<file path="config.mk">
export PLATFORM = sky130hd
export DESIGN_NAME = bcd_adder
export DESIGN_NICKNAME = d
export VERILOG_FILES = /design/src/rtl/bcd_pkg.sv /design/src/rtl/bcd_bin_add4.sv /design/src/rtl/bcd_fixup.sv /design/src/rtl/bcd_code_check.sv /design/src/rtl/bcd_decade.sv /design/src/rtl/bcd_adder.sv
export SDC_FILE = /design/constraint.sdc
export NUM_CORES = 1
export LEC_CHECK = 0
export ABC_AREA = 0
export ABC_CLOCK_PERIOD_IN_PS = 12450
export BUFFER_PORTS_ARGS = -buffer_cell sky130_fd_sc_hd__buf_2
export CORE_MARGIN = 1
export CORE_UTILIZATION = 40
export DETAILED_ROUTE_END_ITERATION = 8
export GPL_TIMING_DRIVEN = 0
export MAX_ROUTING_LAYER = met4
export PLACE_DENSITY = 0.71
export SYNTH_ARGS = -nofsm -noshare
export SYNTH_HDL_FRONTEND = slang
export SYNTH_HIERARCHICAL = 1
export SYNTH_SLANG_ARGS = --single-unit
</file>
<file path="constraint.sdc">
create_clock -name vclk -period 12.45
set_input_delay 2.49 -clock vclk [all_inputs]
set_output_delay 2.49 -clock vclk [all_outputs]
set_load 0.05 [all_outputs]
</file>
<file path="src/rtl/bcd_pkg.sv">
package bcd_pkg;
  localparam int NIB_W = 4;
  typedef logic [NIB_W-1:0] bcd_digit_t;
  typedef logic [NIB_W:0]   bcd_raw_t;
  localparam bcd_digit_t DEC_ADJUST = 4'd6;
endpackage

</file>
<file path="src/rtl/bcd_bin_add4.sv">
module bcd_bin_add4
  import bcd_pkg::*;
(
  input  bcd_digit_t op_a,
  input  bcd_digit_t op_b,
  input  logic       cin,
  output bcd_raw_t   raw
);
  assign raw = {1'b0, op_a} + {1'b0, op_b} + {{NIB_W{1'b0}}, cin};
endmodule

</file>
<file path="src/rtl/bcd_fixup.sv">
module bcd_fixup
  import bcd_pkg::*;
(
  input  bcd_raw_t   raw,
  output bcd_digit_t digit,
  output logic       carry
);
  logic need_fix;

  always_comb begin
    // ten or more: binary overflow, or 1x1x / 11xx in the low nibble
    need_fix = raw[NIB_W] | (raw[3] & (raw[2] | raw[1]));
    carry    = need_fix;
    if (need_fix) begin
      digit = raw[NIB_W-1:0] + DEC_ADJUST;
    end else begin
      digit = raw[NIB_W-1:0];
    end
  end
endmodule

</file>
<file path="src/rtl/bcd_code_check.sv">
module bcd_code_check
  import bcd_pkg::*;
(
  input  bcd_digit_t code,
  output logic       bad
);
  assign bad = code[3] & (code[2] | code[1]);
endmodule

</file>
<file path="src/rtl/bcd_decade.sv">
module bcd_decade
  import bcd_pkg::*;
(
  input  bcd_digit_t dig_a,
  input  bcd_digit_t dig_b,
  input  logic       cin,
  output bcd_digit_t dig_sum,
  output logic       cout
);
  bcd_raw_t raw_total;

  bcd_bin_add4 u_add (
    .op_a (dig_a),
    .op_b (dig_b),
    .cin  (cin),
    .raw  (raw_total)
  );

  bcd_fixup u_fix (
    .raw   (raw_total),
    .digit (dig_sum),
    .carry (cout)
  );
endmodule

</file>
<file path="src/rtl/bcd_adder.sv">
module bcd_adder
  import bcd_pkg::*;
#(
  parameter int DIGITS = 4,
  localparam int W = NIB_W * DIGITS
) (
  input  logic [W-1:0] addend_a,
  input  logic [W-1:0] addend_b,
  input  logic         carry_in,
  output logic [W-1:0] sum_bcd,
  output logic         carry_out,
  output logic         code_error
);
  logic [DIGITS:0]   dec_carry;
  logic [DIGITS-1:0] bad_a;
  logic [DIGITS-1:0] bad_b;

  assign dec_carry[0] = carry_in;

  for (genvar g = 0; g < DIGITS; g++) begin : g_decade
    bcd_decade u_dec (
      .dig_a   (addend_a[NIB_W*g +: NIB_W]),
      .dig_b   (addend_b[NIB_W*g +: NIB_W]),
      .cin     (dec_carry[g]),
      .dig_sum (sum_bcd[NIB_W*g +: NIB_W]),
      .cout    (dec_carry[g+1])
    );

    bcd_code_check u_chk_a (
      .code (addend_a[NIB_W*g +: NIB_W]),
      .bad  (bad_a[g])
    );

    bcd_code_check u_chk_b (
      .code (addend_b[NIB_W*g +: NIB_W]),
      .bad  (bad_b[g])
    );
  end

  assign carry_out  = dec_carry[DIGITS];
  assign code_error = |{bad_a, bad_b};
endmodule

</file>
==> impl_metrics.json <==
{
  "cap_violations": 0,
  "worstSetupPathType": "primary input to output port",
  "dpl_cell_area_mm2": 0.001325,
  "path_buf_inv": 19,
  "die_area_mm2": 0.002788,
  "synth_warnings": 6,
  "core-area_mm2": 0.002455,
  "grt_overflow_total": 0,
  "final_max_slew_viol_count": 0,
  "io_buffers": 51,
  "layout.cells.non_filler": 208,
  "num_io_pins": 51,
  "start_util_pct": 42.05,
  "clkbuf_count": 0,
  "syn_to_final_growth_pct": 28.36,
  "layout-drive-gt1-share_pct": 35.39,
  "postCtsSetupBuffers": 0,
  "final-seq-area_um2": 0,
  "hold_buffers": 0,
  "ys_types": 17,
  "postRouteAntennaNets": 0,
  "antenna_cells": 0,
  "placed_cells": 208,
  "fin_crit_sh_pct": 91.43,
  "wl_per_cell_um": 9.707,
  "postLayoutCoreUtil_pct": 53.98,
  "final_cell_mix": "buf_2, inv_1, ha_1",
  "hold_viol": 0,
  "avgSynthCellArea_um2": 8.128,
  "irDropWorstVdd_v": 0.0001369,
  "max_freq_mhz": 87.85,
  "max_stage_delay_ns": 0.45,
  "arrival_ns": 8.89,
  "cts_resized": 0,
  "worstMarginPinSlew_ns": 0.3093,
  "hp-class": "primary input to output port",
  "antenna_found_initial": 0,
  "die_width_um": 52.80,
  "synth_area_mm2": 0.001032,
  "ys_seq_area_share_pct": 0,
  "seq_cells": 0,
  "fin_tns_setup_ns": 0,
  "hpwl_um": 1929,
  "rsz0062_at_grt": "false",
  "place_congestion": 0.7812,
  "syn_inst": 127,
  "vias": 987,
  "slew-limit-headroom_pct": 79.24,
  "drt_iter0_drc": 2,
  "cp_common_cell": "inv_1",
  "start_kind": "primary input",
  "finalCriticalPeriod_ns": 11.38,
  "routed_wl_um": 2019,
  "nFillCells": 245,
  "path_delay_family": "adder cells",
  "grt_max_degree": 4,
  "dr.pass1.iters": 4,
  "final_common_cell": "buf_2",
  "crit_slowest_cell": "fa_1",
  "groute.usage.overall_pct": 15.85,
  "syn_nets": 188,
  "crit_path_max_fanout": 3,
  "grt_pass1_vias": 922,
  "status": "finished clean",
  "grt_pass1_wl_um": 3381,
  "setup-violations-final": 0,
  "avgViaCountPerCell": 4.745,
  "stdcell_area_mm2": 0.001325,
  "dieHeight_um": 52.80,
  "rows": 18,
  "power.total_w": 0.0001923,
  "p_leak_nw": 0.7597,
  "end_kind": "output port",
  "drcViolationCount": 0,
  "power.density_mw_per_mm2": 145.1,
  "fin_nets": 241,
  "cp_data_required_time_ns": 9.96
}
## cells in the mapped netlist
master     n  area share, %
inv_1     32             12
o21ai_0    4            1.9
ha_1      20             24
mux2i_1    4            3.9
fa_1       8             16
a22o_1     4            3.4
nor2b_1    4            2.4
a21oi_2    8            6.8
buf_4      4            2.9
nor4_1     2            1.2
o21bai_1   4            2.9
nand2b_1   4            2.4
a21o_1     4            2.9
nor2_1     4            1.5
o21a_1     8            5.8
xnor2_1   12             10
nand2_1    1           0.36
## final cells by class
| type | instances | area (um2) | share of cell area [%] |
|---|---|---|---|
| plain buffers | 4 | 30.03 | 2.266 |
| multi-input cells | 91 | 882.1 | 66.57 |
| repair buffers | 51 | 255.2 | 19.26 |
| well taps | 30 | 37.54 | 2.833 |
| inverters | 32 | 120.1 | 9.065 |
## per-stage QoR
stage                     setup WS [ns]  hold WS [ns]
after floorplan                   1.193         5.297
after global placement            1.192         5.528
after detailed placement          1.019         5.530
after CTS                         1.005         5.533
after global routing             0.4996         5.566
final                             1.067         5.533
## routing by layer
metal	vias to the layer above	GRT usage, %	share of wire (%)	routed length (um)
met5	-	-	0	0
met4	0	0	0	0
met3	0	0	4.2	85
met2	26	34.39	55	1103
met1	446	16.35	41	830
li1	515	-	-	-
## worst paths after layout
path	start	end	slack, ns	cells past startpoint
worst max-delay path	carry_in	sum_bcd[14]	1.07	38
worst min-delay path	addend_b[15]	code_error	5.53	5
## kinds of logic (layout without fill, tap and decap cells)
logic type | Yosys count | count (layout) | share of synthesized area [%]
multiplexers | 4 | 4 | 3.879
AO/OA/AOI/OAI | 32 | 32 | 23.76
buffers and inverters | 36 | 87 | 14.55
adder cells (fa/ha/maj) | 28 | 28 | 39.76
XOR/XNOR | 12 | 12 | 10.18
AND/OR/NAND/NOR | 15 | 15 | 7.877
## tightest hold or removal path, stage by stage
cell and delay [ns]:
buf_2 0.09, o21a_1 0.11, nor4_1 0.04, nand2_1 0.06, buf_2 0.26
## power by group
group	switching, W	internal (W)
logic	0.000133	0.0000597
clock network	0	0
registers	0	0
Power figures use the tool's default switching activity.
